**config.mk**
```make
export PLATFORM = sky130hd
export DESIGN_NAME = i2c_bus_monitor
export DESIGN_NICKNAME = d
export VERILOG_FILES = /design/src/rtl/i2c_mon_pkg.sv /design/src/rtl/i2c_mon_sync.sv /design/src/rtl/i2c_mon_match.sv /design/src/rtl/i2c_mon_frame.sv /design/src/rtl/i2c_bus_monitor.sv
export SDC_FILE = /design/constraint.sdc
export NUM_CORES = 1
export LEC_CHECK = 0
export ABC_AREA = 0
export ABC_CLOCK_PERIOD_IN_PS = 2400
export BUFFER_PORTS_ARGS = -buffer_cell sky130_fd_sc_hd__buf_2
export CORE_MARGIN = 4
export CORE_UTILIZATION = 35
export CTS_CLUSTER_SIZE = 25
export DETAILED_ROUTE_END_ITERATION = 12
export GPL_ROUTABILITY_DRIVEN = 1
export PLACE_DENSITY = 0.6
export SLEW_MARGIN = 10
export SYNTH_ARGS = -nofsm -noshare
export SYNTH_HDL_FRONTEND = slang
export SYNTH_SLANG_ARGS = --single-unit
```
**constraint.sdc**
```tcl
create_clock -name clk -period 2.4 [get_ports clk]
set_input_delay 0.12 -clock clk [delete_from_list [all_inputs] [get_ports clk]]
set_output_delay 0.12 -clock clk [all_outputs]
set_load 0.01 [all_outputs]
```
**src/rtl/i2c_mon_pkg.sv**
```systemverilog
package i2c_mon_pkg;
    localparam int BYTE_W = 8;
    localparam int ADDR_W = 7;

    typedef enum logic [2:0] {
        ST_IDLE,
        ST_ADDR,
        ST_ADDR_ACK,
        ST_DATA,
        ST_DATA_ACK,
        ST_SKIP
    } frame_state_t;

    typedef struct packed {
        logic              valid;
        logic              is_addr;
        logic              rw;
        logic [BYTE_W-1:0] byte_val;
    } byte_evt_t;
endpackage

```
**src/rtl/i2c_mon_sync.sv**
```systemverilog
module i2c_mon_sync #(
    parameter int W      = 2,
    parameter int STAGES = 2
) (
    input  logic         clk,
    input  logic         rst_n,
    input  logic [W-1:0] raw,
    output logic [W-1:0] lvl,
    output logic [W-1:0] rise,
    output logic [W-1:0] fall
);
    logic [STAGES-1:0][W-1:0] stage;
    logic [W-1:0]             prev;

    always_ff @(posedge clk or negedge rst_n) begin
        if (!rst_n) begin
            stage <= '1;
            prev  <= '1;
        end else begin
            stage[0] <= raw;
            for (int i = 1; i < STAGES; i++) begin
                stage[i] <= stage[i-1];
            end
            prev <= stage[STAGES-1];
        end
    end

    assign lvl  = stage[STAGES-1];
    assign rise = lvl & ~prev;
    assign fall = ~lvl & prev;
endmodule

```
**src/rtl/i2c_mon_match.sv**
```systemverilog
module i2c_mon_match #(
    parameter int NUM_ADDR = 4,
    parameter int AW       = 7
) (
    input  logic [NUM_ADDR*AW-1:0] addr_list,
    input  logic [AW-1:0]          rx_addr,
    input  logic                   accept_any,
    output logic                   hit
);
    logic [NUM_ADDR-1:0] hits;

    for (genvar g = 0; g < NUM_ADDR; g++) begin : g_cmp
        assign hits[g] = (addr_list[g*AW +: AW] == rx_addr);
    end

    assign hit = accept_any | (|hits);
endmodule

```
**src/rtl/i2c_mon_frame.sv**
```systemverilog
module i2c_mon_frame
    import i2c_mon_pkg::*;
(
    input  logic      clk,
    input  logic      rst_n,
    input  logic      scl_lvl,
    input  logic      sda_lvl,
    input  logic      scl_rise,
    input  logic      scl_fall,
    input  logic      sda_rise,
    input  logic      sda_fall,
    input  logic      addr_hit,
    output logic [ADDR_W-1:0] cand_addr,
    output byte_evt_t evt,
    output logic      ack_drive
);
    localparam int CNT_W = $clog2(BYTE_W + 1);

    frame_state_t      state, state_n;
    logic [CNT_W-1:0]  bit_cnt, bit_cnt_n;
    logic [BYTE_W-1:0] shreg, shreg_n;
    logic              rw_q, rw_n;
    logic              ack_ph, ack_ph_n;
    byte_evt_t         evt_q, evt_n;
    logic              start_det, stop_det;
    logic [BYTE_W-1:0] byte_next;
    logic              last_bit;

    assign start_det = scl_lvl & sda_fall;
    assign stop_det  = scl_lvl & sda_rise;
    assign byte_next = {shreg[BYTE_W-2:0], sda_lvl};
    assign cand_addr = shreg[ADDR_W-1:0];
    assign last_bit  = (bit_cnt == CNT_W'(BYTE_W - 1));

    always_comb begin
        state_n         = state;
        bit_cnt_n       = bit_cnt;
        shreg_n         = shreg;
        rw_n            = rw_q;
        ack_ph_n        = ack_ph;
        evt_n           = evt_q;
        evt_n.valid     = 1'b0;
        if (start_det) begin
            state_n   = ST_ADDR;
            bit_cnt_n = '0;
            ack_ph_n  = 1'b0;
        end else if (stop_det) begin
            state_n   = ST_IDLE;
            bit_cnt_n = '0;
        end else begin
            unique case (state)
                ST_IDLE, ST_SKIP: begin
                end
                ST_ADDR, ST_DATA: begin
                    if (scl_rise) begin
                        shreg_n   = byte_next;
                        bit_cnt_n = bit_cnt + 1'b1;
                        if (last_bit) begin
                            bit_cnt_n = '0;
                            ack_ph_n  = 1'b0;
                            if (state == ST_ADDR) begin
                                if (addr_hit) begin
                                    state_n = ST_ADDR_ACK;
                                    rw_n    = sda_lvl;
                                    evt_n   = '{valid: 1'b1, is_addr: 1'b1,
                                                rw: sda_lvl, byte_val: byte_next};
                                end else begin
                                    state_n = ST_SKIP;
                                end
                            end else begin
                                state_n = ST_DATA_ACK;
                                evt_n   = '{valid: 1'b1, is_addr: 1'b0,
                                            rw: rw_q, byte_val: byte_next};
                            end
                        end
                    end
                end
                ST_ADDR_ACK, ST_DATA_ACK: begin
                    if (scl_fall) begin
                        if (!ack_ph) begin
                            ack_ph_n = 1'b1;
                        end else begin
                            ack_ph_n = 1'b0;
                            state_n  = ST_DATA;
                        end
                    end
                end
                default: state_n = ST_IDLE;
            endcase
        end
    end

    always_ff @(posedge clk or negedge rst_n) begin
        if (!rst_n) begin
            state   <= ST_IDLE;
            bit_cnt <= '0;
            shreg   <= '0;
            rw_q    <= 1'b0;
            ack_ph  <= 1'b0;
            evt_q   <= '0;
        end else begin
            state   <= state_n;
            bit_cnt <= bit_cnt_n;
            shreg   <= shreg_n;
            rw_q    <= rw_n;
            ack_ph  <= ack_ph_n;
            evt_q   <= evt_n;
        end
    end

    always_comb begin
        evt = evt_q;
        unique case (state)
            ST_ADDR_ACK: ack_drive = ack_ph;
            ST_DATA_ACK: ack_drive = ack_ph & ~rw_q;
            default:     ack_drive = 1'b0;
        endcase
    end

    // a STOP without a START in the same cycle leaves the frame idle
    p_stop_idle_r2: assert property (@(posedge clk) disable iff (!rst_n)
        (stop_det && !start_det) |=> (state == ST_IDLE));
    // a START always opens an address word
    p_start_addr_r2: assert property (@(posedge clk) disable iff (!rst_n)
        start_det |=> (state == ST_ADDR && bit_cnt == '0));
    // an unmatched transfer reports nothing
    p_skip_quiet_r4: assert property (@(posedge clk) disable iff (!rst_n)
        (state == ST_SKIP) |=> !evt_q.valid);
    // the holding register changes only with a reported byte
    p_buf_hold_r11: assert property (@(posedge clk) disable iff (!rst_n)
        !$stable(evt_q.byte_val) |-> evt_q.valid);
endmodule

```
**src/rtl/i2c_bus_monitor.sv**
```systemverilog
module i2c_bus_monitor
    import i2c_mon_pkg::*;
#(
    parameter int NUM_ADDR    = 4,
    parameter int SYNC_STAGES = 2
) (
    input  logic                       clk,
    input  logic                       rst_n,
    input  logic                       scl_i,
    input  logic                       sda_i,
    output logic                       scl_o,
    output logic                       sda_o,
    input  logic                       cfg_mon_en,
    input  logic                       cfg_scl_en,
    input  logic                       cfg_match_all,
    input  logic [NUM_ADDR*ADDR_W-1:0] slave_addrs,
    input  logic                       irq_clr,
    output logic                       irq_pending,
    output logic                       evt_valid,
    output logic                       evt_is_addr,
    output logic                       evt_rw,
    output logic [BYTE_W-1:0]          evt_byte
);
    localparam int LINES = 2;
    localparam int L_SCL = 0;
    localparam int L_SDA = 1;

    logic [LINES-1:0]  lvl, rise, fall;
    logic [ADDR_W-1:0] cand_addr;
    logic              addr_hit;
    logic              accept_any;
    logic              stretch_ok;
    logic              ack_drive;
    logic              hold_q;
    logic              irq_q;
    byte_evt_t         evt;

    i2c_mon_sync #(.W(LINES), .STAGES(SYNC_STAGES)) u_sync (
        .clk  (clk),
        .rst_n(rst_n),
        .raw  ({sda_i, scl_i}),
        .lvl  (lvl),
        .rise (rise),
        .fall (fall)
    );

    assign accept_any = cfg_mon_en & cfg_match_all;
    assign stretch_ok = cfg_mon_en ? cfg_scl_en : 1'b1;

    i2c_mon_match #(.NUM_ADDR(NUM_ADDR), .AW(ADDR_W)) u_match (
        .addr_list (slave_addrs),
        .rx_addr   (cand_addr),
        .accept_any(accept_any),
        .hit       (addr_hit)
    );

    i2c_mon_frame u_frame (
        .clk      (clk),
        .rst_n    (rst_n),
        .scl_lvl  (lvl[L_SCL]),
        .sda_lvl  (lvl[L_SDA]),
        .scl_rise (rise[L_SCL]),
        .scl_fall (fall[L_SCL]),
        .sda_rise (rise[L_SDA]),
        .sda_fall (fall[L_SDA]),
        .addr_hit (addr_hit),
        .cand_addr(cand_addr),
        .evt      (evt),
        .ack_drive(ack_drive)
    );

    always_ff @(posedge clk or negedge rst_n) begin
        if (!rst_n) begin
            irq_q <= 1'b0;
        end else if (evt.valid) begin
            irq_q <= 1'b1;
        end else if (irq_clr) begin
            irq_q <= 1'b0;
        end
    end

    always_ff @(posedge clk or negedge rst_n) begin
        if (!rst_n) begin
            hold_q <= 1'b0;
        end else if (!stretch_ok || (irq_clr && !evt.valid)) begin
            hold_q <= 1'b0;
        end else if (irq_q && fall[L_SCL]) begin
            hold_q <= 1'b1;
        end
    end

    always_comb begin
        scl_o       = ~hold_q;
        sda_o       = ~(ack_drive & ~cfg_mon_en);
        irq_pending = irq_q;
        evt_valid   = evt.valid;
        evt_is_addr = evt.is_addr;
        evt_rw      = evt.rw;
        evt_byte    = evt.byte_val;
    end

    // monitor mode never pulls data low
    p_sda_quiet_r7: assert property (@(posedge clk) disable iff (!rst_n)
        cfg_mon_en |-> sda_o);
    // monitor mode without clock control leaves SCL alone
    p_scl_free_r9: assert property (@(posedge clk) disable iff (!rst_n)
        (cfg_mon_en && !cfg_scl_en) |-> scl_o);
    // a clear strobe releases the clock on the next cycle
    p_hold_release_r10: assert property (@(posedge clk) disable iff (!rst_n)
        (irq_clr && !evt_valid) |=> scl_o);
    // a reported byte leaves the interrupt pending
    p_irq_set_r12: assert property (@(posedge clk) disable iff (!rst_n)
        evt_valid |=> irq_pending);
    // a clear without a new byte drops the flag
    p_irq_clr_r12: assert property (@(posedge clk) disable iff (!rst_n)
        (irq_clr && !evt_valid) |=> !irq_pending);
endmodule

```
==> qor.txt, run 1 <==
OUTCOME
----------------------------------------------------------------------------------------
Run status ................................................................ finished, final reports clean

CTS
----------------------------------------------------------------------------------------
Clock transition at path regs .............................................      0.07 ns
Max H-tree Level ..........................................................            2
Number of instances resized during post-cts repair ........................            0
Latest clock arrival within the worst-skew pair ...........................      0.29 ns
# clock sinks .............................................................           35
TritonCTS clock tree ......................................................         done
Inserted Clock Buffers ....................................................            5
Cell chosen for the clock root ............................................ sky130_fd_sc_hd__clkbuf_8
Number of buffers on the longest clock path ...............................            2

ROUTE
----------------------------------------------------------------------------------------
Detailed Routing Iterations Pass 1 ........................................            4
Via density ...............................................................         4.76
DRC Markers ...............................................................            0
Number of DRC violations after detailed-routing iteration 0 ...............           27
Antenna violation net count after detailed routing ........................            0
Final wirelength ..........................................................      4240 um
Via count of the routed design ............................................         1439
Mean routed wirelength per cell ...........................................      14.0 um

GLOBAL ROUTING
----------------------------------------------------------------------------------------
Overall fraction of global-route tracks in use ............................        13.9%
First-pass GRT wire length ................................................      6980 um
Number of antenna violations at the first check in global routing .........            0
Sum of overflow across all layers after global routing ....................            0
Vias in the first global route ............................................         1473
Largest net degree at the start of global routing .........................           36

PLACEMENT
----------------------------------------------------------------------------------------
Total half-perimeter wirelength after legalization and detailed placement .      3260 um
Worst setup slack after placement .........................................     0.248 ns
Weighted congestion reported at the end of routability-driven placement ...        0.796
Number of buffers inserted by port buffering ..............................           49

FLOORPLANNING
----------------------------------------------------------------------------------------
I/O pin total .............................................................           50
Effective utilization at floorplan ........................................        37.1%
Row count .................................................................           26
Die Y .....................................................................      82.7 um
CORE AREA .................................................................    5270 um^2
Chip Width ................................................................      82.7 um
Die outline area ..........................................................    6840 um^2

MIN PATH
----------------------------------------------------------------------------------------
Class of the tightest hold or removal check ............................... primary input to flip-flop
Worst Hold Endpoint ....................................................... hold_q$_DFFE_PN0P_
Cell depth of the worst min-delay path ....................................            2
Start point of the worst hold path ........................................      irq_clr

STA
----------------------------------------------------------------------------------------
Accumulated negative setup slack ..........................................         0 ns
Hold Vio Cnt, Final .......................................................            0
Unrepaired setup endpoints after global routing ...........................        false
Part of the cycle the worst path needs ....................................        89.1%
Minimum period implied by the final worst setup slack .....................      2.14 ns
Max_slew headroom .........................................................        48.5%
Count of final max-slew check failures ....................................            0
Total setup violations reported at the end of the flow ....................            0
Max Freq ..................................................................      468 MHz
Actual transition at the worst max-transition pin .........................     0.773 ns
Worst path setup slack after routing ......................................     0.262 ns
Worst clock skew ..........................................................   0.00734 ns

SYNTH
----------------------------------------------------------------------------------------
Flop and latch count out of synthesis .....................................           35
Mean post-synth cell area .................................................    11.0 um^2
Synth Flop Type ........................................................... sky130_fd_sc_hd__dfrtp_1
EDFF count, synth .........................................................            0
Syn Std Cell Area .........................................................    1950 um^2
Syn nets ..................................................................          215
Synth top area cells ...................................................... sky130_fd_sc_hd__dfrtp_1 (37%), sky130_fd_sc_hd__xor2_1 (9.4%), sky130_fd_sc_hd__mux2_2 (9.2%)
Cell taking the most area after synthesis ................................. sky130_fd_sc_hd__dfrtp_1
Async set-or-reset flop fraction in the synthesized netlist ...............         100%
Area fraction of the dominant cell type after synthesis ...................        37.2%
Mapped Cells ..............................................................          178
Distinct cells, synth .....................................................           46
Number of synthesis warnings ..............................................            0
Share of synthesized area occupied by flip-flops and latches ..............        45.2%

WORST SETUP PATH
----------------------------------------------------------------------------------------
CP startpoint kind ........................................................    flip-flop
Cell with the biggest individual delay on the critical path ............... sky130_fd_sc_hd__dfrtp_1
Crit. End Element .........................................................    flip-flop
Cell family with most CP delay ............................................ compound AO/OA/AOI/OAI gates
Reg-to-reg endpoint ....................................................... u_frame.evt[0]$_DFFE_PN0P_
Buffering stage count on the worst path with inverters included ...........            1
Worst flop-to-flop path startpoint ........................................ u_frame.shreg[5]$_DFFE_PN0P_
Kind of critical path ..................................................... flip-flop to flip-flop
Largest fanout on the critical path .......................................           10
Critical path's largest stage delay .......................................      0.50 ns
Arrival time of the worst setup path ......................................      2.32 ns
Critical path, cell by cell ............................................... xor2_1 -> nor4_1 -> buf_4 -> a22oi_1 -> nand4_1 -> o21ai_4 -> mux2_2
Required time of the worst setup path .....................................      2.58 ns
Setup slack of the most critical reg-to-reg path ..........................      0.26 ns
Cell depth of the worst flop-to-flop path .................................            7

FINISH
----------------------------------------------------------------------------------------
Combined area of the multi-input logic cells ..............................     932 um^2
Final antenna diode count .................................................            0
Relative area change from synthesis to final layout .......................        19.9%
Filler Cell Count .........................................................          536
Sequential cell area ......................................................     883 um^2
Fraction of final layout cells with drive strength greater than 1 .........        39.7%
Number of nets in the layout ..............................................          268

RUN
----------------------------------------------------------------------------------------
Number of maximum-capacitance constraint violations .......................            0

POWER
----------------------------------------------------------------------------------------
Pwr dens ..................................................................  698 nW/um^2
Leakage ...................................................................      1.17 nW
Worst IR Drop VDD .........................................................     0.323 mV

==> cells by family (layout without fill, tap and decap cells) <==
kind of cell / after synthesis / count (layout) / synth area share, %
muxes: 17 / 17 / 9.74
adders and majority gates: 1 / 1 / 0.641
AOI/OAI and AO/OA: 26 / 26 / 8.97
and+or+nand+nor: 47 / 47 / 14.5
DFF: 35 / 35 / 45.2
xor gates and xnor gates: 31 / 31 / 13.9
buffers and inverters: 21 / 75 / 7.05
==> placed cells by master, fill, tap and decap left out, types with 2 or more instances in the layout <==
| cell type | count |
|---|---|
| sky130_fd_sc_hd__xor2_1 | 21 |
| sky130_fd_sc_hd__mux2_2 | 16 |
| sky130_fd_sc_hd__a21oi_1 | 6 |
| sky130_fd_sc_hd__buf_4 | 6 |
| sky130_fd_sc_hd__o21ai_0 | 9 |
| sky130_fd_sc_hd__nor2_1 | 7 |
| sky130_fd_sc_hd__buf_2 | 49 |
| sky130_fd_sc_hd__dlygate4sd3_1 | 3 |
| sky130_fd_sc_hd__or3_1 | 2 |
| sky130_fd_sc_hd__nand3_1 | 3 |
| sky130_fd_sc_hd__nand2_1 | 9 |
| sky130_fd_sc_hd__or2_2 | 2 |
| sky130_fd_sc_hd__nor4_1 | 4 |
| sky130_fd_sc_hd__nor3_1 | 3 |
| sky130_fd_sc_hd__inv_1 | 9 |
| sky130_fd_sc_hd__nand3b_1 | 2 |
| sky130_fd_sc_hd__dfstp_2 | 6 |
| sky130_fd_sc_hd__clkbuf_8 | 5 |
| sky130_fd_sc_hd__nand4_1 | 4 |
| sky130_fd_sc_hd__xnor2_1 | 10 |
| sky130_fd_sc_hd__dfrtp_1 | 29 |
==> per-layer routing <==
| layer | vias up | wire, um | global-route usage [%] |
|---|---|---|---|
| met1 | 689 | 1990 | 17.7 |
| met5 | - | 0 | 0 |
| li1 | 716 | - | - |
| met2 | 29 | 1990 | 22.1 |
| met3 | 5 | 182 | 4.23 |
| met4 | 0 | 69 | 5.39 |
==> flip-flops by register name, indices dropped and copies added (netlist names) <==
| name | flops |
|---|---|
| u_frame.bit_cnt | 4 |
| u_frame.state | 3 |
| u_sync.prev | 2 |
| u_frame.shreg | 7 |
| u_sync.lvl | 2 |
| u_frame.evt | 11 |
| u_sync.stage | 2 |
| u_frame.ack_ph | 1 |
| irq_pending | 1 |
| u_frame.rw_q | 1 |
| hold_q | 1 |
==> worst max-delay path by stage <==
| stage | depth (start not counted) | from | end |
|---|---|---|---|
| 2_1_floorplan | 7 | u_frame.bit_cnt[0]$_DFFE_PN0P_ | u_frame.state[0]$_DFFE_PN0P_ |
| 3_3_place_gp | 6 | u_sync.lvl[0]$_DFF_PN1_ | u_frame.evt[8]$_DFFE_PN0P_ |
| 3_5_place_dp | 7 | u_frame.shreg[5]$_DFFE_PN0P_ | u_frame.evt[6]$_DFFE_PN0P_ |
| 4_1_cts | 7 | u_frame.shreg[5]$_DFFE_PN0P_ | u_frame.evt[7]$_DFFE_PN0P_ |
| 5_1_grt | 7 | u_frame.shreg[5]$_DFFE_PN0P_ | u_frame.evt[2]$_DFFE_PN0P_ |
| 6_report | 7 | u_frame.shreg[5]$_DFFE_PN0P_ | u_frame.evt[0]$_DFFE_PN0P_ |
==> Yosys cell counts, drive strengths merged (2+ instances only) <==
cell type,instances
a21oi,6
a221o,2
buf,10
clkbuf,2
dfrtp,29
dfstp,6
inv,9
mux2,16
nand2,9
nand2b,2
nand3,3
nand3b,2
nand4,4
nor2,8
nor3,3
nor4,4
o21ai,10
or2,3
or3,3
xnor2,10
xor2,21
==> timing repair <==
action,4_1_cts,5_1_grt
setup buffers,0,0
endpoints found under the hold margin,31,0
hold buffers,3,0
==> report_power, final <==
group | internal, mW | switching, mW | total [mW]
Combinational | 0.241 | 0.231 | 0.472
Clock | 0.203 | 0.213 | 0.416
Sequential | 0.651 | 0.0962 | 0.747
Total | 1.09 | 0.541 | 1.64
==> cell type report <==
class,instances,area share (%)
clock buffer,6,3.10
clock inverter,2,0.534
timing repair buffer,58,13.7
multi-input combinational,122,39.8
tap,70,3.74
inverter,9,1.44
sequential,35,37.7
==> stage by stage <==
stage / hold slack, ns / util, % / instance area (um^2) / std cells / power, mW
floorplan: -0.176 / - / 1950 / 178 / 1.14
global placement: 0.227 / 42.3 / 2230 / 291 / 1.23
detailed placement: 0.226 / 42.3 / 2230 / 291 / 1.23
CTS: 0.0328 / 44.4 / 2340 / 302 / 1.66
global route: 0.0246 / 44.4 / 2340 / 302 / 1.76
finish: 0.0349 / 44.4 / 2340 / 302 / 1.64
Note: power is estimated with default switching activity, not from simulation.
==> run 2: changes to the inputs <==
Settings changed: CTS_BUF_LIST set to sky130_fd_sc_hd__clkbuf_2 sky130_fd_sc_hd__clkbuf_4 sky130_fd_sc_hd__clkbuf_8.
==> run 2 against run 1 <==
  * First-iteration DRC count did not move
  * Sequential cell count did not move
  * Clock power rose by 3%
  * Combinational power barely moved
  * Via count did not move
  * Clock skew did not move
  * Worst hold slack did not move
  * Routed wire length barely moved
  * Critical path type unchanged
  * Critical endpoint unchanged
==> qor.txt, run 2 (synthesis results as in run 1) <==
WORST SETUP PATH
----------------------------------------------------------------------------------------
CP startpoint kind ........................................................    flip-flop   unchanged
Cell with the biggest individual delay on the critical path ............... sky130_fd_sc_hd__dfrtp_1   unchanged
Cell depth of the worst flop-to-flop path .................................            7   unchanged
Kind of critical path ..................................................... flip-flop to flip-flop   unchanged
Critical path's largest stage delay .......................................      0.50 ns   about the same
Largest fanout on the critical path .......................................           10   unchanged
Setup slack of the most critical reg-to-reg path ..........................      0.26 ns   about the same
Arrival time of the worst setup path ......................................      2.32 ns   about the same
Required time of the worst setup path .....................................      2.58 ns   about the same
Crit. End Element .........................................................    flip-flop   unchanged
Worst flop-to-flop path startpoint ........................................ u_frame.shreg[5]$_DFFE_PN0P_   unchanged
Reg-to-reg endpoint ....................................................... u_frame.evt[0]$_DFFE_PN0P_   unchanged
Critical path, cell by cell ............................................... xor2_1 -> nor4_1 -> buf_4 -> a22oi_1 -> nand4_1 -> o21ai_4 -> mux2_2   unchanged

ROUTE
----------------------------------------------------------------------------------------
Antenna violation net count after detailed routing ........................            0   unchanged
Final wirelength ..........................................................      4240 um   about the same
Via count of the routed design ............................................         1439   unchanged
Number of DRC violations after detailed-routing iteration 0 ...............           27   unchanged
Detailed Routing Iterations Pass 1 ........................................            4   unchanged
Mean routed wirelength per cell ...........................................      14.0 um   about the same
Via density ...............................................................         4.76   unchanged
DRC Markers ...............................................................            0   unchanged

STA
----------------------------------------------------------------------------------------
Worst clock skew ..........................................................   0.00734 ns   unchanged
Minimum period implied by the final worst setup slack .....................      2.14 ns   about the same
Unrepaired setup endpoints after global routing ...........................        false   unchanged
Count of final max-slew check failures ....................................            0   unchanged
Max_slew headroom .........................................................        48.5%   unchanged
Hold Vio Cnt, Final .......................................................            0   unchanged
Total setup violations reported at the end of the flow ....................            0   unchanged
Max Freq ..................................................................      468 MHz   about the same
Part of the cycle the worst path needs ....................................        89.1%   about the same
Accumulated negative setup slack ..........................................         0 ns   unchanged
Actual transition at the worst max-transition pin .........................     0.773 ns   unchanged

GLOBAL ROUTING
----------------------------------------------------------------------------------------
Largest net degree at the start of global routing .........................           36   unchanged
Vias in the first global route ............................................         1473   unchanged
Sum of overflow across all layers after global routing ....................            0   unchanged
Overall fraction of global-route tracks in use ............................        13.9%   unchanged
Number of antenna violations at the first check in global routing .........            0   unchanged
First-pass GRT wire length ................................................      6980 um   unchanged

FLOORPLANNING
----------------------------------------------------------------------------------------
Effective utilization at floorplan ........................................        37.1%   unchanged
Row count .................................................................           26   unchanged
Die Y .....................................................................      82.7 um   unchanged
CORE AREA .................................................................    5270 um^2   unchanged
Die outline area ..........................................................    6840 um^2   unchanged
I/O pin total .............................................................           50   unchanged
Chip Width ................................................................      82.7 um   unchanged

FINISH
----------------------------------------------------------------------------------------
Core Util, Final ..........................................................        44.5%   was 44.4%
Flip-flop count of the largest register, all copies and words added .......           11   unchanged
Fraction of final layout cells with drive strength greater than 1 .........        40.1%   was 39.7%
Final antenna diode count .................................................            0   unchanged
Commonest cells after routing, fill and taps aside ........................ sky130_fd_sc_hd__buf_2 (49), sky130_fd_sc_hd__dfrtp_1 (29), sky130_fd_sc_hd__xor2_1 (21)   unchanged
Final Cell Area ...........................................................    2350 um^2   was 2340 um^2
Filler Cell Count .........................................................          536   unchanged
Number of nets in the layout ..............................................          268   unchanged
Leading cell type in the layout, fill and taps excluded ................... sky130_fd_sc_hd__buf_2   unchanged
Combined area of the multi-input logic cells ..............................     932 um^2   unchanged
Relative area change from synthesis to final layout .......................        20.1%   was 19.9%
Sequential cell area ......................................................     883 um^2   unchanged

CTS
----------------------------------------------------------------------------------------
Latest clock arrival within the worst-skew pair ...........................      0.29 ns   about the same
Number of buffers on the longest clock path ...............................            2   unchanged
Max H-tree Level ..........................................................            2   unchanged
# clock sinks .............................................................           35   unchanged
TritonCTS clock tree ......................................................         done   unchanged
Number of instances resized during post-cts repair ........................            0   unchanged
Inserted Clock Buffers ....................................................            5   unchanged
Cell chosen for the clock root ............................................ sky130_fd_sc_hd__clkbuf_8   unchanged
Clock transition at path regs .............................................      0.07 ns   about the same

PLACEMENT
----------------------------------------------------------------------------------------
Placed cell area ..........................................................    2230 um^2   unchanged
Weighted congestion reported at the end of routability-driven placement ...        0.796   unchanged
Total half-perimeter wirelength after legalization and detailed placement .      3260 um   unchanged
Number of buffers inserted by port buffering ..............................           49   unchanged

RUN
----------------------------------------------------------------------------------------
Number of maximum-capacitance constraint violations .......................            0   unchanged

MIN PATH
----------------------------------------------------------------------------------------
Start point of the worst hold path ........................................      irq_clr   unchanged
Cell depth of the worst min-delay path ....................................            2   unchanged
Worst Hold Endpoint ....................................................... hold_q$_DFFE_PN0P_   unchanged
Class of the tightest hold or removal check ............................... primary input to flip-flop   unchanged

POWER
----------------------------------------------------------------------------------------
Leakage ...................................................................      1.18 nW   was 1.17 nW
Worst IR Drop VDD .........................................................     0.323 mV   about the same
Pwr dens ..................................................................  702 nW/um^2   was 698 nW/um^2

OUTCOME
----------------------------------------------------------------------------------------
Run status ................................................................ finished, final reports clean   unchanged

run 2: critical path: cells and delay by family (launching register included):
kind / cells / cell delay [ns]
AO/OA/AOI/OAI: 2 / 0.54
flip-flops: 1 / 0.50
multiplexers: 1 / 0.38
AND/OR/NAND/NOR: 2 / 0.29
XOR/XNOR: 1 / 0.17
buffers and inverters: 1 / 0.13
run 2: cell type report:
class | instances | share of cell area (%)
Timing Repair Buffer | 58 | 13.7
Tap cell | 70 | 3.73
Inverter | 9 | 1.44
Multi-Input combinational cell | 122 | 39.7
Clock inverter | 2 | 0.533
Sequential cell | 35 | 37.7
Clock buffer | 6 | 3.25
run 2: routing by layer:
layer | vias up | track usage (%) | part of all wire [%]
li1 | 716 | - | -
met1 | 689 | 17.7 | 47
met2 | 29 | 22.1 | 47
met3 | 5 | 4.23 | 4.3
met4 | 0 | 5.39 | 1.6
met5 | - | 0 | 0
run 2: metrics by stage:
stage / power [mW] / setup slack, ns / cells / hold WS, ns
5_1_grt: 1.77 / 0.0795 / 302 / 0.0246
4_1_cts: 1.67 / 0.236 / 302 / 0.0328
3_5_place_dp: 1.23 / 0.248 / 291 / 0.226
3_3_place_gp: 1.23 / 0.303 / 291 / 0.227
2_1_floorplan: 1.14 / 0.369 / 178 / -0.176
6_report: 1.65 / 0.262 / 302 / 0.0349
run 2: worst max-delay path by stage:
stage	start	to	slack, ns	cells after the start
after floorplan	u_frame.bit_cnt[0]$_DFFE_PN0P_	u_frame.state[0]$_DFFE_PN0P_	0.37	7
after global placement	u_sync.lvl[0]$_DFF_PN1_	u_frame.evt[8]$_DFFE_PN0P_	0.30	6
after detailed placement	u_frame.shreg[5]$_DFFE_PN0P_	u_frame.evt[6]$_DFFE_PN0P_	0.25	7
after CTS	u_frame.shreg[5]$_DFFE_PN0P_	u_frame.evt[7]$_DFFE_PN0P_	0.24	7
after global routing	u_frame.shreg[5]$_DFFE_PN0P_	u_frame.evt[2]$_DFFE_PN0P_	0.08	7
final	u_frame.shreg[5]$_DFFE_PN0P_	u_frame.evt[0]$_DFFE_PN0P_	0.26	7
run 2: report_power, final:
part	switching [mW]	leakage, nW	internal [mW]	total [mW]
logic	0.231	0.673	0.241	0.472
clock network	0.213	0.0446	0.214	0.427
registers	0.0962	0.457	0.651	0.747
total	0.541	1.18	1.11	1.65
run 2: what timing repair did:
action                                  CTS  global route
setup buffers                             0             0
hold buffers                              3             0
endpoints found under the setup margin    0             0
endpoints found under the hold margin    31             0
==> run 3: changes to the inputs <==
Settings changed: SYNTH_HIERARCHICAL set to 1.
==> run 3 against run 2 <==
  * Routed wire length increased by 0.38%
  * Non-clock buffer count increased by 2
  * Clock-buffer cell count increased by 1
  * Worst hold slack got worse by 0.0091 ns
==> qor.txt, run 3 <==
OUTCOME
----------------------------------------------------------------------------------------
Run status ................................................................ finished, final reports clean   unchanged

WORST SETUP PATH
----------------------------------------------------------------------------------------
Crit. End Element .........................................................    flip-flop   unchanged
Kind of critical path ..................................................... flip-flop to flip-flop   unchanged
Most prevalent standard cell on the critical path ......................... sky130_fd_sc_hd__nand4_1
Required time of the worst setup path .....................................      2.57 ns   was 2.58 ns
Arrival time of the worst setup path ......................................      2.46 ns   was 2.32 ns
Cell depth of the worst flop-to-flop path .................................            8   was 7
Worst flop-to-flop path startpoint ........................................ u_frame/shreg[6]$_DFFE_PN0P_   was u_frame.shreg[5]$_DFFE_PN0P_
Critical path's largest stage delay .......................................      0.58 ns   was 0.50 ns
Critical path, cell by cell ............................................... buf_4 -> xor2_1 -> nor4_1 -> nand4_1 -> nand4_1 -> or4b_4 -> and4_4 -> mux2_4   was xor2_1 -> nor4_1 -> buf_4 -> a22oi_1 -> nand4_1 -> o21ai_4 -> mux2_2
Buffering stage count on the worst path with inverters included ...........            1   unchanged
Cell with the biggest individual delay on the critical path ............... sky130_fd_sc_hd__or4b_4   was sky130_fd_sc_hd__dfrtp_1
Reg-to-reg endpoint ....................................................... u_frame/evt[0]$_DFFE_PN0P_   was u_frame.evt[0]$_DFFE_PN0P_
Cell family with most CP delay ............................................ simple AND/OR/NAND/NOR gates   was compound AO/OA/AOI/OAI gates
Setup slack of the most critical reg-to-reg path ..........................      0.10 ns   was 0.26 ns
Largest fanout on the critical path .......................................            6   was 10
CP startpoint kind ........................................................    flip-flop   unchanged
Worst setup path end ...................................................... u_frame/evt[0]$_DFFE_PN0P_   was u_frame.evt[0]$_DFFE_PN0P_
Logic depth of the worst path, buffers included ...........................            8   was 7
Critical Path Source ...................................................... u_frame/shreg[6]$_DFFE_PN0P_   was u_frame.shreg[5]$_DFFE_PN0P_

ROUTE
----------------------------------------------------------------------------------------
DRC Markers ...............................................................            0   unchanged
Detailed Routing Iterations Pass 1 ........................................            4   unchanged
Via density ...............................................................         4.84   was 4.76
Via count of the routed design ............................................         1467   was 1439
Final wirelength ..........................................................      4250 um   was 4240 um
Antenna violation net count after detailed routing ........................            0   unchanged
Number of DRC violations after detailed-routing iteration 0 ...............           65   was 27
Mean routed wirelength per cell ...........................................      14.0 um   about the same

STA
----------------------------------------------------------------------------------------
Total setup violations reported at the end of the flow ....................            0   unchanged
Minimum period implied by the final worst setup slack .....................      2.30 ns   was 2.14 ns
Part of the cycle the worst path needs ....................................        95.7%   was 89.1%
Actual transition at the worst max-transition pin .........................     0.785 ns   was 0.773 ns
Count of final max-slew check failures ....................................            0   unchanged
Worst path setup slack after routing ......................................     0.103 ns   was 0.262 ns
Hold Vio Cnt, Final .......................................................            0   unchanged
Worst clock skew ..........................................................   0.00926 ns   was 0.00734 ns
Max Freq ..................................................................      435 MHz   was 468 MHz
Smallest hold slack .......................................................    0.0259 ns   was 0.0349 ns
Max_slew headroom .........................................................        47.7%   was 48.5%

SYNTH
----------------------------------------------------------------------------------------
Mapped Cells ..............................................................          171   was 178
Synth top area cells ...................................................... sky130_fd_sc_hd__dfrtp_1 (38%), sky130_fd_sc_hd__dfstp_2 (8.2%), sky130_fd_sc_hd__xor2_1 (7.7%)   was sky130_fd_sc_hd__dfrtp_1 (37%), sky130_fd_sc_hd__xor2_1 (9.4%), sky130_fd_sc_hd__mux2_2 (9.2%)
Async set-or-reset flop fraction in the synthesized netlist ...............         100%   unchanged
Mean post-synth cell area .................................................    11.3 um^2   was 11.0 um^2
EDFF count, synth .........................................................            0   unchanged
Synth Flop Type ........................................................... sky130_fd_sc_hd__dfrtp_1   unchanged
Distinct cells, synth .....................................................           45   was 46
Share of synthesized area occupied by flip-flops and latches ..............        45.7%   was 45.2%
Syn Std Cell Area .........................................................    1930 um^2   was 1950 um^2
Number of synthesis warnings ..............................................            6   was 0
Leading post-synthesis cells by instance count ............................ sky130_fd_sc_hd__dfrtp_1 (29), sky130_fd_sc_hd__xor2_1 (17), sky130_fd_sc_hd__xnor2_1 (13)   was sky130_fd_sc_hd__dfrtp_1 (29), sky130_fd_sc_hd__xor2_1 (21), sky130_fd_sc_hd__mux2_2 (16)
Area fraction of the dominant cell type after synthesis ...................        37.6%   was 37.2%
Syn nets ..................................................................          208   was 215
Most numerous cell in the Yosys netlist ................................... sky130_fd_sc_hd__dfrtp_1   unchanged
Flop and latch count out of synthesis .....................................           35   unchanged
Cell taking the most area after synthesis ................................. sky130_fd_sc_hd__dfrtp_1   unchanged

GLOBAL ROUTING
----------------------------------------------------------------------------------------
Largest net degree at the start of global routing .........................           36   unchanged
First-pass GRT wire length ................................................      6780 um   was 6980 um
Met2 capacity usage during global routing .................................        17.7%   was 22.1%
Met3 demand-to-capacity share in global routing ...........................        4.01%   was 4.23%
Number of antenna violations at the first check in global routing .........            0   unchanged
Sum of overflow across all layers after global routing ....................            0   unchanged
Vias in the first global route ............................................         1379   was 1473
Overall fraction of global-route tracks in use ............................        13.1%   was 13.9%
Most used routing layer ...................................................         met1   was met2
Met1 usage ................................................................        20.0%   was 17.7%

FLOORPLANNING
----------------------------------------------------------------------------------------
Effective utilization at floorplan ........................................        36.9%   was 37.1%
I/O pin total .............................................................           50   unchanged
Die outline area ..........................................................    6770 um^2   was 6840 um^2
Die Y .....................................................................      82.3 um   was 82.7 um
Chip Width ................................................................      82.3 um   was 82.7 um
Row count .................................................................           26   unchanged
CORE AREA .................................................................    5240 um^2   was 5270 um^2

FINISH
----------------------------------------------------------------------------------------
Final antenna diode count .................................................            0   unchanged
Leading cell type in the layout, fill and taps excluded ................... sky130_fd_sc_hd__buf_2   unchanged
Number of nets in the layout ..............................................          269   was 268
Relative area change from synthesis to final layout .......................        25.1%   was 20.1%
Fraction of final layout cells with drive strength greater than 1 .........        42.5%   was 40.1%
Commonest cells after routing, fill and taps aside ........................ sky130_fd_sc_hd__buf_2 (49), sky130_fd_sc_hd__dfrtp_1 (27), sky130_fd_sc_hd__xor2_1 (17)   was sky130_fd_sc_hd__buf_2 (49), sky130_fd_sc_hd__dfrtp_1 (29), sky130_fd_sc_hd__xor2_1 (21)
Number of non-filler instances in the completed layout ....................          303   was 302
Flip-flop count of the largest register, all copies and words added .......           11   unchanged
Final Cell Area ...........................................................    2420 um^2   was 2350 um^2

POWER
----------------------------------------------------------------------------------------
Proportion of power drawn by the clock network ............................        21.9%   was 25.9%
Part of the total power dissipated in sequential elements .................        45.2%   was 45.4%
Comb power frac ...........................................................        32.9%   was 28.7%
Worst IR Drop VDD .........................................................     0.402 mV   was 0.323 mV
Switching part of the total ...............................................        34.5%   was 32.8%
P_int .....................................................................      1.29 mW   was 1.11 mW
Leakage ...................................................................      1.16 nW   was 1.18 nW
Switching pwr .............................................................       677 uW   was 541 uW
Pwr dens ..................................................................  813 nW/um^2   was 702 nW/um^2

PLACEMENT
----------------------------------------------------------------------------------------
Placed cell area ..........................................................    2260 um^2   was 2230 um^2
Total half-perimeter wirelength after legalization and detailed placement .      3070 um   was 3260 um
Weighted congestion reported at the end of routability-driven placement ...        0.812   was 0.796
Number of buffers inserted by port buffering ..............................           49   unchanged
Number of placed instances, taps included .................................          288   was 291
Worst setup slack after placement .........................................    0.0249 ns   was 0.248 ns

RUN
----------------------------------------------------------------------------------------
Number of maximum-capacitance constraint violations .......................            0   unchanged

CTS
----------------------------------------------------------------------------------------
Latest clock arrival within the worst-skew pair ...........................      0.29 ns   about the same
Cell chosen for the clock root ............................................ sky130_fd_sc_hd__clkbuf_8   unchanged
Clock transition at path regs .............................................      0.07 ns   about the same
# clock sinks .............................................................           35   unchanged
Inserted Clock Buffers ....................................................            5   unchanged
TritonCTS clock tree ......................................................         done   unchanged
Max H-tree Level ..........................................................            2   unchanged
Number of buffers on the longest clock path ...............................            2   unchanged

MIN PATH
----------------------------------------------------------------------------------------
Class of the tightest hold or removal check ............................... primary input to flip-flop   unchanged

## run 3: cell count changes after synthesis, sizes merged, moves of 3 or more
| cell | change |
|---|---|
| xor2 | -4 |
| or2 | -3 |
| and2b | +4 |
| nand2 | -4 |
| xnor2 | +3 |
| inv | -4 |
| buf | -5 |
| o21ai | -4 |
## run 3: routing by layer
metal,vias to the layer above,part of all wire (%)
li1,732,-
met1,700,51
met2,29,43
met3,6,4.9
met4,0,0.94
met5,-,0
## run 3: power groups by stage
stage	clock [mW]	combinational, mW	sequential [mW]
finish	0.430	0.646	0.889
global route	0.480	0.722	0.908
CTS	0.445	0.619	0.884
detailed placement	0	0.609	0.896
global placement	0	0.611	0.894
floorplan	0	0.510	0.811
## run 3: how the worst min path moves through the flow
stage / from / end / slack, ns / cells after the start
after floorplan: rst_n / hold_q$_DFFE_PN0P_ / -0.18 / 0
after global placement: scl_i / u_sync/stage[0]$_DFF_PN1_ / 0.22 / 1
after detailed placement: scl_i / u_sync/stage[0]$_DFF_PN1_ / 0.23 / 1
after CTS: irq_clr / hold_q$_DFFE_PN0P_ / 0.02 / 2
after global routing: irq_clr / hold_q$_DFFE_PN0P_ / 0.02 / 2
final: irq_clr / hold_q$_DFFE_PN0P_ / 0.03 / 2
## run 3: kinds of logic after synthesis
| family | synth area share (%) |
|---|---|
| compound gates | 8.42 |
| xor+xnor | 13.6 |
| fa+ha+maj | 0.648 |
| buf+inv | 3.24 |
| flops | 45.7 |
| mux | 12.2 |
| simple gates | 16.2 |
## run 3: what timing repair did
item | in CTS | in global routing
resized for setup | 0 | 4
hold buffers | 3 | 0
hold endpoints to repair | 31 | 0
buffers inserted | 0 | 3
endpoints found under the setup margin | 0 | 9
## run 3: final cells by class
cell class | instances | area (um^2)
clock inverters | 1 | 5.00
well taps | 70 | 87.6
inverters | 5 | 18.8
clock buffers | 7 | 83.8
fillers | 495 | 2820
multi-input cells | 125 | 1000
repair buffers | 60 | 335
flip-flops and latches | 35 | 886
## run 3: stage by stage
stage / power (mW) / setup TNS [ns] / utilization [%]
floorplan: 1.32 / 0 / -
global placement: 1.50 / 0 / 43.1
detailed placement: 1.50 / 0 / 43.1
CTS: 1.95 / 0 / 45.4
global route: 2.11 / -0.00233 / 46.2
finish: 1.96 / 0 / 46.2
## run 3: worst reg2reg max path: cells and delay by family, from the launching register on
family	cells	cell delay, ns
flip-flops	1	0.46
AND/OR/NAND/NOR	5	1.13
buffers and inverters	1	0.15
XOR/XNOR	1	0.15
multiplexers	1	0.31
